<file path="src/rtl/gtp_pkg.sv">
package gtp_pkg;
  localparam int unsigned SRC_BITS = 8;

  typedef enum logic [1:0] {
    WK_IDLE  = 2'd0,
    WK_RUN   = 2'd1,
    WK_DRAIN = 2'd2
  } walk_state_e;
endpackage

</file>
<file path="src/rtl/gtp_bit_walker.sv">
module gtp_bit_walker
  import gtp_pkg::*;
#(
  parameter int unsigned WIDTH_BITS  = 12,
  parameter int unsigned HEIGHT_BITS = 12
) (
  input  logic                   clk,
  input  logic                   rst_n,
  input  logic                   start,
  input  logic [WIDTH_BITS-1:0]  cfg_width,
  input  logic [HEIGHT_BITS-1:0] cfg_height,
  input  logic [SRC_BITS-1:0]    in_data,
  input  logic                   in_valid,
  output logic                   in_ready,
  input  logic                   stall,
  input  logic                   final_taken,
  output logic                   emit,
  output logic                   emit_bit,
  output logic                   row_end,
  output logic                   last_pix,
  output logic                   done
);

  walk_state_e             state_q, state_d;
  logic [WIDTH_BITS-1:0]   width_q, width_d;
  logic [HEIGHT_BITS-1:0]  height_q, height_d;
  logic [SRC_BITS-1:0]     byte_q, byte_d;
  logic                    have_q, have_d;
  logic [2:0]              bidx_q, bidx_d;
  logic [1:0]              rep_q, rep_d;
  logic [WIDTH_BITS-1:0]   pix_q, pix_d;
  logic [HEIGHT_BITS-1:0]  row_q, row_d;
  logic                    done_q, done_d;

  logic take;
  logic third;
  logic pix_last;
  logic row_last;

  assign in_ready = (state_q == WK_RUN) && !have_q;
  assign take     = in_valid && in_ready;
  assign emit     = (state_q == WK_RUN) && have_q && !stall;
  assign emit_bit = byte_q[bidx_q];
  assign third    = (rep_q == 2'd2);
  assign pix_last = (pix_q == width_q - 1'b1);
  assign row_last = (row_q == height_q - 1'b1);
  assign row_end  = emit && third && pix_last;
  assign last_pix = row_end && row_last;
  assign done     = done_q;

  always_comb begin
    state_d  = state_q;
    width_d  = width_q;
    height_d = height_q;
    byte_d   = byte_q;
    have_d   = have_q;
    bidx_d   = bidx_q;
    rep_d    = rep_q;
    pix_d    = pix_q;
    row_d    = row_q;
    done_d   = done_q;
    if (start) begin
      width_d  = cfg_width;
      height_d = cfg_height;
      byte_d   = '0;
      have_d   = 1'b0;
      bidx_d   = 3'd7;
      rep_d    = 2'd0;
      pix_d    = '0;
      row_d    = '0;
      if ((cfg_width == '0) || (cfg_height == '0)) begin
        state_d = WK_IDLE;
        done_d  = 1'b1;
      end else begin
        state_d = WK_RUN;
        done_d  = 1'b0;
      end
    end else begin
      unique case (state_q)
        WK_RUN: begin
          if (take) begin
            byte_d = in_data;
            have_d = 1'b1;
            bidx_d = 3'd7;
            rep_d  = 2'd0;
          end
          if (emit) begin
            if (third) begin
              rep_d = 2'd0;
              if (pix_last) begin
                pix_d  = '0;
                have_d = 1'b0;
                row_d  = row_q + 1'b1;
                if (row_last) begin
                  state_d = WK_DRAIN;
                end
              end else begin
                pix_d = pix_q + 1'b1;
                if (bidx_q == 3'd0) begin
                  have_d = 1'b0;
                end else begin
                  bidx_d = bidx_q - 3'd1;
                end
              end
            end else begin
              rep_d = rep_q + 2'd1;
            end
          end
        end
        WK_DRAIN: begin
          if (final_taken) begin
            state_d = WK_IDLE;
            done_d  = 1'b1;
          end
        end
        default: begin
          state_d = WK_IDLE;
        end
      endcase
    end
  end

  always_ff @(posedge clk or negedge rst_n) begin
    if (!rst_n) begin
      state_q  <= WK_IDLE;
      width_q  <= '0;
      height_q <= '0;
      byte_q   <= '0;
      have_q   <= 1'b0;
      bidx_q   <= 3'd7;
      rep_q    <= 2'd0;
      pix_q    <= '0;
      row_q    <= '0;
      done_q   <= 1'b0;
    end else begin
      state_q  <= state_d;
      width_q  <= width_d;
      height_q <= height_d;
      byte_q   <= byte_d;
      have_q   <= have_d;
      bidx_q   <= bidx_d;
      rep_q    <= rep_d;
      pix_q    <= pix_d;
      row_q    <= row_d;
      done_q   <= done_d;
    end
  end

  AST_REP_BOUNDED: assert property (@(posedge clk) disable iff (!rst_n) rep_q != 2'd3);
  AST_SRC_STEP: assert property (@(posedge clk) disable iff (!rst_n) (emit && third && !pix_last && (bidx_q != 3'd0) && !start) |=> (bidx_q == $past(bidx_q) - 3'd1));
  AST_SRC_HELD: assert property (@(posedge clk) disable iff (!rst_n) (have_q && !emit && !start) |=> (have_q && $stable(byte_q)));
  AST_DRAIN_CLOSED: assert property (@(posedge clk) disable iff (!rst_n) (state_q == WK_DRAIN) |-> !in_ready);

endmodule

</file>
<file path="src/rtl/gtp_word_packer.sv">
module gtp_word_packer #(
  parameter int unsigned WORD_BYTES = 4
) (
  input  logic                    clk,
  input  logic                    rst_n,
  input  logic                    start,
  input  logic                    emit,
  input  logic                    emit_bit,
  input  logic                    row_end,
  input  logic                    last_pix,
  input  logic                    out_ready,
  output logic [8*WORD_BYTES-1:0] out_data,
  output logic                    out_valid,
  output logic                    final_taken
);

  localparam int unsigned WORD_W = 8 * WORD_BYTES;
  localparam int unsigned LANE_W = (WORD_BYTES > 1) ? $clog2(WORD_BYTES) : 1;
  localparam int unsigned POS_W  = LANE_W + 3;

  logic [WORD_W-1:0] word_q, word_d;
  logic [LANE_W-1:0] lane_q, lane_d;
  logic [2:0]        obit_q, obit_d;
  logic              valid_q, valid_d;
  logic              last_q, last_d;

  logic [POS_W-1:0]  bit_pos;
  logic [WORD_W-1:0] set_bit;
  logic              handshake;
  logic              lane_full;
  logic              close_byte;

  assign bit_pos     = {lane_q, ~obit_q};
  assign handshake   = valid_q && out_ready;
  assign lane_full   = (lane_q == LANE_W'(WORD_BYTES - 1));
  assign close_byte  = row_end || (obit_q == 3'd7);
  assign out_data    = word_q;
  assign out_valid   = valid_q;
  assign final_taken = handshake && last_q;

  for (genvar g = 0; g < WORD_W; g++) begin : g_pos
    assign set_bit[g] = emit && (bit_pos == POS_W'(g));
  end

  always_comb begin
    word_d  = word_q;
    lane_d  = lane_q;
    obit_d  = obit_q;
    valid_d = valid_q;
    last_d  = last_q;
    if (start || handshake) begin
      word_d  = '0;
      lane_d  = '0;
      obit_d  = 3'd0;
      valid_d = 1'b0;
      last_d  = 1'b0;
    end else if (emit) begin
      for (int j = 0; j < WORD_W; j++) begin
        if (set_bit[j]) begin
          word_d[j] = emit_bit;
        end
      end
      if (close_byte) begin
        obit_d = 3'd0;
        if (lane_full || last_pix) begin
          valid_d = 1'b1;
          last_d  = last_pix;
        end else begin
          lane_d = lane_q + 1'b1;
        end
      end else begin
        obit_d = obit_q + 3'd1;
      end
    end
  end

  always_ff @(posedge clk or negedge rst_n) begin
    if (!rst_n) begin
      word_q  <= '0;
      lane_q  <= '0;
      obit_q  <= 3'd0;
      valid_q <= 1'b0;
      last_q  <= 1'b0;
    end else begin
      word_q  <= word_d;
      lane_q  <= lane_d;
      obit_q  <= obit_d;
      valid_q <= valid_d;
      last_q  <= last_d;
    end
  end

  AST_WORD_HELD: assert property (@(posedge clk) disable iff (!rst_n) (valid_q && !out_ready && !start) |=> (valid_q && $stable(word_q)));
  AST_NO_FILL_WHEN_FULL: assert property (@(posedge clk) disable iff (!rst_n) emit |-> !valid_q);

endmodule

</file>
<file path="src/rtl/glyph_triple_pack.sv">
module glyph_triple_pack #(
  parameter int unsigned WIDTH_BITS  = 12,
  parameter int unsigned HEIGHT_BITS = 12,
  parameter int unsigned WORD_BYTES  = 4
) (
  input  logic                    clk,
  input  logic                    rst_n,
  input  logic                    start,
  input  logic [WIDTH_BITS-1:0]   cfg_width,
  input  logic [HEIGHT_BITS-1:0]  cfg_height,
  input  logic [7:0]              in_data,
  input  logic                    in_valid,
  output logic                    in_ready,
  output logic [8*WORD_BYTES-1:0] out_data,
  output logic                    out_valid,
  input  logic                    out_ready,
  output logic                    done
);

  logic emit;
  logic emit_bit;
  logic row_end;
  logic last_pix;
  logic final_taken;

  gtp_bit_walker #(
    .WIDTH_BITS  (WIDTH_BITS),
    .HEIGHT_BITS (HEIGHT_BITS)
  ) u_walker (
    .clk         (clk),
    .rst_n       (rst_n),
    .start       (start),
    .cfg_width   (cfg_width),
    .cfg_height  (cfg_height),
    .in_data     (in_data),
    .in_valid    (in_valid),
    .in_ready    (in_ready),
    .stall       (out_valid),
    .final_taken (final_taken),
    .emit        (emit),
    .emit_bit    (emit_bit),
    .row_end     (row_end),
    .last_pix    (last_pix),
    .done        (done)
  );

  gtp_word_packer #(
    .WORD_BYTES (WORD_BYTES)
  ) u_packer (
    .clk         (clk),
    .rst_n       (rst_n),
    .start       (start),
    .emit        (emit),
    .emit_bit    (emit_bit),
    .row_end     (row_end),
    .last_pix    (last_pix),
    .out_ready   (out_ready),
    .out_data    (out_data),
    .out_valid   (out_valid),
    .final_taken (final_taken)
  );

  AST_DONE_ON_FINAL: assert property (@(posedge clk) disable iff (!rst_n) (final_taken && !start) |=> done);
  AST_IDLE_AFTER_DONE: assert property (@(posedge clk) disable iff (!rst_n) done |-> (!in_ready && !out_valid));

endmodule

</file>
<file path="config.mk">
export PLATFORM = sky130hd
export DESIGN_NAME = glyph_triple_pack
export DESIGN_NICKNAME = d
export VERILOG_FILES = /design/src/rtl/gtp_pkg.sv /design/src/rtl/gtp_bit_walker.sv /design/src/rtl/gtp_word_packer.sv /design/src/rtl/glyph_triple_pack.sv
export SDC_FILE = /design/constraint.sdc
export NUM_CORES = 1
export LEC_CHECK = 0
export BUFFER_PORTS_ARGS = -buffer_cell sky130_fd_sc_hd__buf_2
export CORE_ASPECT_RATIO = 1.1
export CORE_MARGIN = 2
export CORE_UTILIZATION = 30
export DETAILED_ROUTE_END_ITERATION = 6
export PLACE_DENSITY = 0.49
export SYNTH_ARGS = -nofsm -noshare
export SYNTH_HDL_FRONTEND = slang
export SYNTH_SLANG_ARGS = --single-unit
</file>
<file path="constraint.sdc">
create_clock -name clk -period 2.75 [get_ports clk]
set_input_delay 0.6875 -clock clk [delete_from_list [all_inputs] [get_ports clk]]
set_output_delay 0.6875 -clock clk [all_outputs]
set_load 0.005 [all_outputs]
</file>
== After elaboration in Yosys (flattened, before gate mapping) ==
Index checks and enable logic that the tools add are counted.
Storage, ports and cells
  logic and storage cells: 329
  output and inout bits: 35
  bits of input ports: 37
  flip-flop bits (word level): 104
Operators by class
  mux-type cells: 95
  magnitude comparators: 1
  bitwise gates (word level): 1
  $add $sub $neg: 8
  reduce and logical (&&, ||, !) cells: 134
  eq/ne operators: 44
Operators with widths (number)
  two-way mux 12 bit: 10
  nonzero test 2 bit: 42
  == test 5 bit, second input constant: 16
  AND reduction 2 bit: 35
  two-way mux 32 bit: 2
  two-way mux 1 bit: 53
  logical AND 1 bit: 41
  == test 5 x 4 -> 1 bit, second input constant: 8
  two-way mux 2 bit: 15
  two-way mux 3 bit: 10
  adder 12 x 1 -> 12 bit, second input constant: 2
  == test 12 bit: 2
  logical NOT 12 bit: 2
  two-way mux 8 bit: 3
  subtractor 12 x 1 -> 12 bit, second input constant: 2
  == test 5 x 3 -> 1 bit, second input constant: 4
  inequality test 3 x 2 -> 1 bit, second input constant: 4
  == test 5 x 2 -> 1 bit, second input constant: 2
  AND reduction 3 bit: 3
  == test 2 bit, second input constant: 3
  == test 5 x 1 -> 1 bit, second input constant: 1
  logical NOT 5 bit: 1
  AND reduction 5 bit: 1
  adder 2 x 1 -> 2 bit, second input constant: 2
  other kinds (15): 19

== Logic depth before layout (Yosys ltp) ==
Gate-level depths: netlist (run 1).
  depth in word-level cells: 11
  depth in mapped cells: 11
  depth with buffers taken out: 10

== By module ==
Synthesis (run 1) repeated with hierarchy kept, for this count alone.
Second synthesis, totals
  cell total of the unflattened synthesis: 600
  area total of the unflattened synthesis: 5973.2 µm²
Modules (own cells, without submodules)
  gtp_bit_walker: area each 4011.3 µm², sequential area each 1630.3 µm², times used 1, cells an instance 421
  gtp_word_packer: area each 1961.9 µm², sequential area each 975.9 µm², times used 1, cells an instance 179

== Worst setup path after synthesis (run 1) ==
Ideal clock, no wire load.
  path kind: reg-to-reg
  from: reg u_walker.width_q[0]
  to: reg u_walker.row_q[10]
  required time: 2.672 ns
  library setup time: 0.078 ns
  path buffers: 0
  clock period less this slack: 2.707 ns
  slack: 0.043 ns
  stages on the path, launching flop included: 11
  data arrival time: 2.629 ns
  path through: dfrtp_1 inv_1 ha_1 and2b_1 a31oi_1 a2111oi_0 o211ai_2 nor4_4 nand2_2 or3_1 a21oi_1
On the way
  cells in the longest elaborated chain, start to end: 4
RTL lines
  start, declared: line gtp_bit_walker.sv:25  | logic [WIDTH_BITS-1:0] width_q, width_d;
  start signal, assigned: line gtp_bit_walker.sv:137  | width_q <= width_d;
  subtractor 12 x 1 -> 12 bit: line gtp_bit_walker.sv:45  | assign pix_last = (pix_q == width_q - 1'b1);
  == test 12 bit: line gtp_bit_walker.sv:45
  nonzero test 2 bit (no line)
  AND reduction 4 bit (no line)
  end signal, assigned: line gtp_bit_walker.sv:144  | row_q <= row_d;
  end, declared: line gtp_bit_walker.sv:32  | logic [HEIGHT_BITS-1:0] row_q, row_d;
No other way between the ends.
A chain may end at the register's enable or synchronous reset.

== Worst setup path after layout (run 1) ==
  from: reg u_walker.width_q[3]
  to: reg u_walker.bidx_q[1]
On the way
  cells in the longest elaborated chain, start to end: 7
RTL lines
  subtractor 12 x 1 -> 12 bit: line gtp_bit_walker.sv:45
  == test 12 bit: line gtp_bit_walker.sv:45
  two-way mux 3 bit: line gtp_bit_walker.sv:90  | if (pix_last) begin
  two-way mux 3 bit: line gtp_bit_walker.sv:88  | if (third) begin
  two-way mux 3 bit: line gtp_bit_walker.sv:87  | if (emit) begin
  two-way mux 3 bit: line gtp_bit_walker.sv:79  | unique case (state_q)
  two-way mux 3 bit: line gtp_bit_walker.sv:62  | if (start) begin
  end signal, assigned: line gtp_bit_walker.sv:141  | bidx_q <= bidx_d;
  end, declared: line gtp_bit_walker.sv:29  | logic [2:0] bidx_q, bidx_d;
No other way between the ends. The select of a mux whose other input is x is not followed.

==> run_results.csv, run 1 <==
group,metric,value,unit
clocking,cts_made_buffers,9,
place,io_buffers,71,
synthesis,synthTopCellsByArea,"dfrtp_1 (45%), mux2_2 (9.5%), xor2_1 (4.1%), xnor2_1 (3.9%), a21oi_1 (3.3%)",
finish,insertedDiodeCount,0,
place,dp_hpwl,9.60,mm
worst_setup_path,r2r-end,"u_walker.bidx_q[1]$_DFFE_PN1P_",
worst_setup_path,critPathBufInv,1,
clocking,cts_max_level,3,
worst_setup_path,path_class,"register to register",
worst_setup_path,path_delay_family,"compound AO/OA/AOI/OAI gates",
sta,clock_skew,6.53,ps
run,drv_cap,0,
floorplan,dieArea,19700,sq um
worst_setup_path,cp_data_arrival_time,2880,ps
global_routing,grt_max_degree,105,
synthesis,ys.flop_type,"dfrtp_1",
finish,drive_gt1_frac,0.273,
clocking,cts_max_path_buffers,2,
floorplan,placementRows,52,
global_routing,grt_pass1_wl,22.8,mm
synthesis,synth_cell_types,56,
worst_setup_path,critical_path_peak_fanout,6,
power_and_ir_drop,total_leakage_power,3.07,nW
place,dp_slack,-7.64,ps
worst_setup_path,path_depth,9,
worst_setup_path,cp-startpoint,"u_walker.width_q[3]$_DFFE_PN0P_",
floorplan,start_util,0.305,
synthesis,synthTopCellsByCount,"dfrtp_1 (101), nor2_1 (49), mux2_2 (47)",
sta,max_freq,0.385,GHz
sta,fin_crit,2600,ps
drt,num_vias,4345,
worst_setup_path,worstSetupEndpointType,"register",
drt,viasPerCell,4.94,
clocking,clockRootBuffer,"clkbuf_16",
min_path,min_path_type,"input pin to asynchronous set/reset pin",
drt,wl_per_cell,15.3,um
worst_setup_path,max_stage_delay,520,ps
sta,hold_viol,0,
floorplan,die_y,147,um
drt,drtIter0Drc,123,
global_routing,antenna_found_initial,1,
worst_setup_path,crit_path_start_kind,"register",
drt,wirelength,13.5,mm
sta,rsz0062_at_grt,"no",
worst_setup_path,path_cells,"or4_1 -> a211o_1 -> o2bb2ai_1 -> o211ai_2 -> buf_4 -> o31ai_4 -> nor2_2 -> or3_1 -> a21o_1",
sta,min_period_over_period,0.945,
power_and_ir_drop,ir_worst_vdd,0.000301,V
synthesis,yosysSeqAreaShare,0.467,
worst_setup_path,crit_slowest_cell,"or4_1",
worst_setup_path,r2r_slack,150,ps
floorplan,core_area,18300,sq um
synthesis,synth_most_common_cell,"dfrtp_1",
drt,first_pass_iters,4,
synthesis,syn_avg_cell_area,10.1,sq um
synthesis,ys_ff_latch,104,
clocking,worstSkewPairLatency,350,ps
worst_setup_path,cp.required,3030,ps
power_and_ir_drop,fin_total_pwr,3.48,mW
synthesis,yosysTopAreaCell,"dfrtp_1",
global_routing,grtUsageTotal,0.142,
worst_setup_path,critPathCapture,"u_walker.bidx_q[1]$_DFFE_PN1P_",
drt,drt_drc_violations_left,0,
global_routing,globalRouteOverflowTotal,0,
worst_setup_path,r2r-start,"u_walker.width_q[3]$_DFFE_PN0P_",
finish,nets,681,
sta,setup_viol,0,
status,status,"finished clean",
worst_setup_path,r2r_cells,9,
synthesis,async_flop_share,1.00,
sta,relSlewSlack,0.486,
sta,fin_tns_setup,0,ps
drt,ant_nets,0,
sta,worst_slack,151,ps
floorplan,die_w,134,um
sta,worstMarginPinSlew,771,ps
synthesis,syn_inst,550,
synthesis,syn_area,5580,sq um
power_and_ir_drop,p_per_area,519,nW/um^2
synthesis,syn_nets,599,
clocking,clkSinkCount,104,
clocking,clk_pin_slew,70,ps
synthesis,synth_top_area_frac,0.453,
sta,slew_violations,0,
synthesis,yosysWarnings,0,
finish,area_growth,20.1,%
clocking,cts_tree,"yes",
synthesis,synth_edf_count,0,
global_routing,grt_pass1_vias,4582,
floorplan,boundaryPins,72,
place,gp_congestion,0.779,
clocking,hold_buffers,0,
final cells by class:
cell class              count  area [sq um]
fillers                  1838         11600
multi-input cells         408          2840
flip-flops and latches    104          2610
repair buffers             98           586
well taps                 243           304
clock buffers              13           250
clock inverters             3          65.1
inverters                  11          41.3
registers in the layout, indices dropped and copies added, names as in the netlist, 2 cells and up:
signal / flops
u_packer.out_data: 32
u_walker.height_q: 12
u_walker.pix_q: 12
u_walker.row_q: 12
u_walker.width_q: 12
u_walker.byte_q: 8
u_packer.obit_q: 3
u_walker.bidx_q: 3
u_packer.lane_q: 2
u_walker.rep_q: 2
u_walker.state_q: 2
kinds of logic after synthesis:
logic type,synth area share
multiplexers,0.114
adder cells (fa/ha/maj),0.0269
buffers and inverters,0.0296
flip-flops,0.467
XOR/XNOR,0.0801
AO/OA/AOI/OAI,0.101
AND/OR/NAND/NOR,0.182
per-layer routing:
| layer | track usage | part of all wire | up-vias |
|---|---|---|---|
| met5 | 0 | 0.00096 | - |
| li1 | - | - | 2117 |
| met1 | 0.180 | 0.45 | 2137 |
| met2 | 0.238 | 0.48 | 74 |
| met4 | 0.0395 | 0.013 | 2 |
| met3 | 0.0411 | 0.052 | 15 |
power breakdown:
part / leakage [nW] / switching (mW) / internal [mW]
Combinational: 1.54 / 0.244 / 0.203
Clock: 0.154 / 0.552 / 0.823
Sequential: 1.37 / 0.0617 / 1.60
timing repair:
item                                   CTS  global route
endpoints found under the hold margin    0             0
resized for setup                        3             7
pin swaps                                0             4
setup endpoints to repair                4            12
buffers inserted                         0             2
metrics by stage:
stage | hold WS [ps] | util | cells | instance area [sq um]
floorplan | 392 | - | 550 | 5580
global placement | 478 | 0.346 | 862 | 6330
detailed placement | 490 | 0.346 | 862 | 6330
CTS | 436 | 0.364 | 878 | 6660
global route | 452 | 0.366 | 880 | 6700
finish | 388 | 0.366 | 880 | 6700
layout by cell type (no fill, tap or decap), types with 15 or more instances in the layout:
master,instances
dfrtp_1,99
a21oi_1,37
xor2_1,26
nand3_1,22
xnor2_1,25
buf_4,26
nand2_1,44
mux2_2,47
buf_2,70
nand4_1,15
nor2_1,48
worst min-delay path by stage:
stage                                       from  cells past startpoint                                 to  slack (ps)
4_1_cts                                    rst_n                      2   u_walker.height_q[2]$_DFFE_PN0P_         440
3_3_place_gp    u_packer.out_data[8]$_DFFE_PN0P_                      2   u_packer.out_data[8]$_DFFE_PN0P_         480
6_report                                   rst_n                      2   u_walker.height_q[2]$_DFFE_PN0P_         390
2_1_floorplan                              rst_n                      0     u_packer.lane_q[0]$_DFFE_PN0P_         390
3_5_place_dp   u_packer.out_data[20]$_DFFE_PN0P_                      1  u_packer.out_data[20]$_DFFE_PN0P_         490
5_1_grt                                    rst_n                      2   u_walker.height_q[2]$_DFFE_PN0P_         450
Power figures use the tool's default switching activity.
==> run 2: changes to the inputs <==
--- a/config.mk
+++ b/config.mk
@@ -10,7 +10,7 @@
 export CORE_MARGIN = 2
 export CORE_UTILIZATION = 30
 export DETAILED_ROUTE_END_ITERATION = 6
-export PLACE_DENSITY = 0.49
+export PLACE_DENSITY = 0.47
 export SYNTH_ARGS = -nofsm -noshare
 export SYNTH_HDL_FRONTEND = slang
 export SYNTH_SLANG_ARGS = --single-unit
==> constraint.sdc (replaced) <==
create_clock -name clk -period 2.8 [get_ports clk]
set_input_delay 0.7 -clock clk [delete_from_list [all_inputs] [get_ports clk]]
set_output_delay 0.7 -clock clk [all_outputs]
set_load 0.005 [all_outputs]
==> run 2 against run 1 <==
  * Power shrank 5.5%
  * Die area stayed put
  * Largest power group unchanged
  * Sequential share of layout area grew 0.61 points
  * Critical path depth grew 3
  * Final area shrank 1.6%
  * Clock skew grew 4.7 ps
  * Worst setup slack better by 14 ps
  * Final cell count fell by 0.91%
  * Critical endpoint is now u_walker.row_q[10]$_DFFE_PN0P_
  * Utilization down 0.60 points
  * First-iteration DRC count increased by 59%
==> run_results.csv, run 2 (synthesis results as in run 1) <==
group,metric,value,unit
clocking,cts_tree,"yes",
clocking,cts_max_level,3,
status,status,"finished clean",
drt,wirelength,13.8,mm
clocking,cts_made_buffers,9,
global_routing,globalRouteOverflowTotal,0,
place,dp_hpwl,9.65,mm
drt,top_layer,"met4",
power_and_ir_drop,p_per_area,499,nW/um^2
floorplan,start_util,0.305,
sta,relSlewSlack,0.493,
clocking,hold_buffers,0,
finish,layout_commonest_cell,"dfrtp_1",
sta,worstMarginPinSlew,760,ps
sta,fin_crit,2630,ps
worst_setup_path,r2r_slack,170,ps
global_routing,grt_max_degree,52,
sta,min_period_over_period,0.941,
place,gp_congestion,0.795,
sta,max_freq,0.380,GHz
sta,setup_viol,0,
finish,final_cell_count_no_fill,872,
global_routing,antenna_found_initial,0,
drt,ant_nets,0,
place,dp_slack,-122,ps
drt,met2_length,6.37,mm
worst_setup_path,r2r_cells,12,
sta,clock_skew,11.3,ps
finish,largest_register_ff_count,32,
finish,drive_gt1_frac,0.262,
run,drv_cap,0,
global_routing,grt_pass1_wl,23.4,mm
finish,insertedDiodeCount,0,
clocking,clockRootBuffer,"clkbuf_16",
drt,wl_per_cell,15.8,um
floorplan,boundaryPins,72,
clocking,cts_setup_buffers,0,
place,io_buffers,71,
place,place_area,6280,sq um
sta,hold_viol,0,
finish,final_cell_mix,"dfrtp_1 (101), buf_2 (70), nor2_1 (49)",
worst_setup_path,cp-startpoint,"u_walker.width_q[0]$_DFFE_PN0P_",
worst_setup_path,cp.required,3070,ps
drt,first_pass_iters,5,
power_and_ir_drop,ir_worst_vdd,0.000329,V
floorplan,placementRows,52,
sta,rsz0062_at_grt,"yes",
global_routing,grtUsageTotal,0.147,
sta,worst_slack,166,ps
worst_setup_path,critPathCapture,"u_walker.row_q[10]$_DFFE_PN0P_",
worst_setup_path,crit_path_start_kind,"register",
floorplan,die_w,134,um
place,dp_cells,856,
clocking,clkSinkCount,104,
min_path,min_path_type,"input pin to asynchronous set/reset pin",
finish,area_growth,18.1,%
worst_setup_path,critical_path_peak_fanout,17,
finish,nets,673,
drt,wl_met3,662,um
clocking,clk_pin_slew,70,ps
drt,num_vias,4361,
floorplan,core_area,18300,sq um
worst_setup_path,r2r-start,"u_walker.width_q[0]$_DFFE_PN0P_",
drt,drt_drc_violations_left,0,
global_routing,grt_pass1_vias,4517,
worst_setup_path,r2r-end,"u_walker.row_q[10]$_DFFE_PN0P_",
drt,viasPerCell,5.00,
drt,drtIter0Drc,195,
drt,m1WireLength,6.62,mm
worst_setup_path,cp_data_arrival_time,2900,ps
worst_setup_path,worstSetupEndpointType,"register",
clocking,worstSkewPairLatency,350,ps
power_and_ir_drop,total_leakage_power,3.01,nW
floorplan,die_y,147,um
clocking,cts_max_path_buffers,2,
worst_setup_path,path_class,"register to register",
finish,fin_area,6590,sq um
sta,slew_violations,0,
floorplan,dieArea,19700,sq um
-- run 2: cell types whose count changed in the layout (fill, tap and decap cells not counted), moves of 2 or more --
cell        previous run  this run
clkbuf_1               3         1
bufinv_16              2         0
dfrtp_1               99       101
clkinv_4               0         2
buf_4                 26        18
clkinvlp_4             0         2
dfrtp_2                2         0
-- run 2: how the worst min path moves through the flow --
| stage | endpoint | slack, ps | depth (start not counted) |
|---|---|---|---|
| after detailed placement | u_packer.out_data[15]$_DFFE_PN0P_ | 490 | 1 |
| after CTS | u_walker.width_q[5]$_DFFE_PN0P_ | 320 | 1 |
| after global routing | u_walker.height_q[3]$_DFFE_PN0P_ | 340 | 1 |
| after floorplan | u_packer.lane_q[0]$_DFFE_PN0P_ | 400 | 0 |
| final | u_walker.height_q[3]$_DFFE_PN0P_ | 310 | 1 |
| after global placement | u_packer.out_data[9]$_DFFE_PN0P_ | 480 | 2 |
-- run 2: area by class of cell --
type | count | area (sq um)
Clock inverter | 5 | 41.3
Tap cell | 243 | 304
Sequential cell | 104 | 2610
Multi-Input combinational cell | 408 | 2830
Clock buffer | 11 | 243
Timing Repair Buffer | 90 | 526
Inverter | 11 | 41.3
Fill cell | 1867 | 11700
-- run 2: critical path, cell delays in order (launching register included) --
cell       delay (ps)
dfrtp_1           340
inv_1              50
ha_1              230
and2b_1           190
buf_4             150
a211o_1           250
o2bb2ai_1         180
o211ai_2          170
nor4_4            230
buf_12            190
nand2_2            50
or3_1             340
a21oi_1           150
-- run 2: metal layers --
metal,GRT usage,vias to the layer above
met1,0.202,2170
met3,0.0397,6
met4,0.0395,0
li1,-,2102
met5,0,-
met2,0.229,83
-- run 2: repair_timing --
| action | 4_1_cts | 5_1_grt |
|---|---|---|
| cloned | 0 | 0 |
| setup endpoints to repair | 10 | 27 |
| pin swaps | 0 | 1 |
| resized for setup | 2 | 2 |
-- run 2: metrics by stage --
stage	total power, mW	setup TNS (ps)	utilization	hold slack [ps]
6_report	3.29	0	0.360	308
5_1_grt	3.46	-3.72	0.360	341
4_1_cts	3.33	0	0.360	324
3_5_place_dp	2.08	-248	0.344	488
3_3_place_gp	2.07	0	0.344	482
2_1_floorplan	1.90	0	-	404
-- run 2: power breakdown --
| group | leakage [nW] | switching [mW] | internal [mW] |
|---|---|---|---|
| clock network | 0.132 | 0.598 | 0.635 |
| registers | 1.38 | 0.0654 | 1.56 |
| logic | 1.50 | 0.234 | 0.190 |
| total | 3.01 | 0.898 | 2.39 |
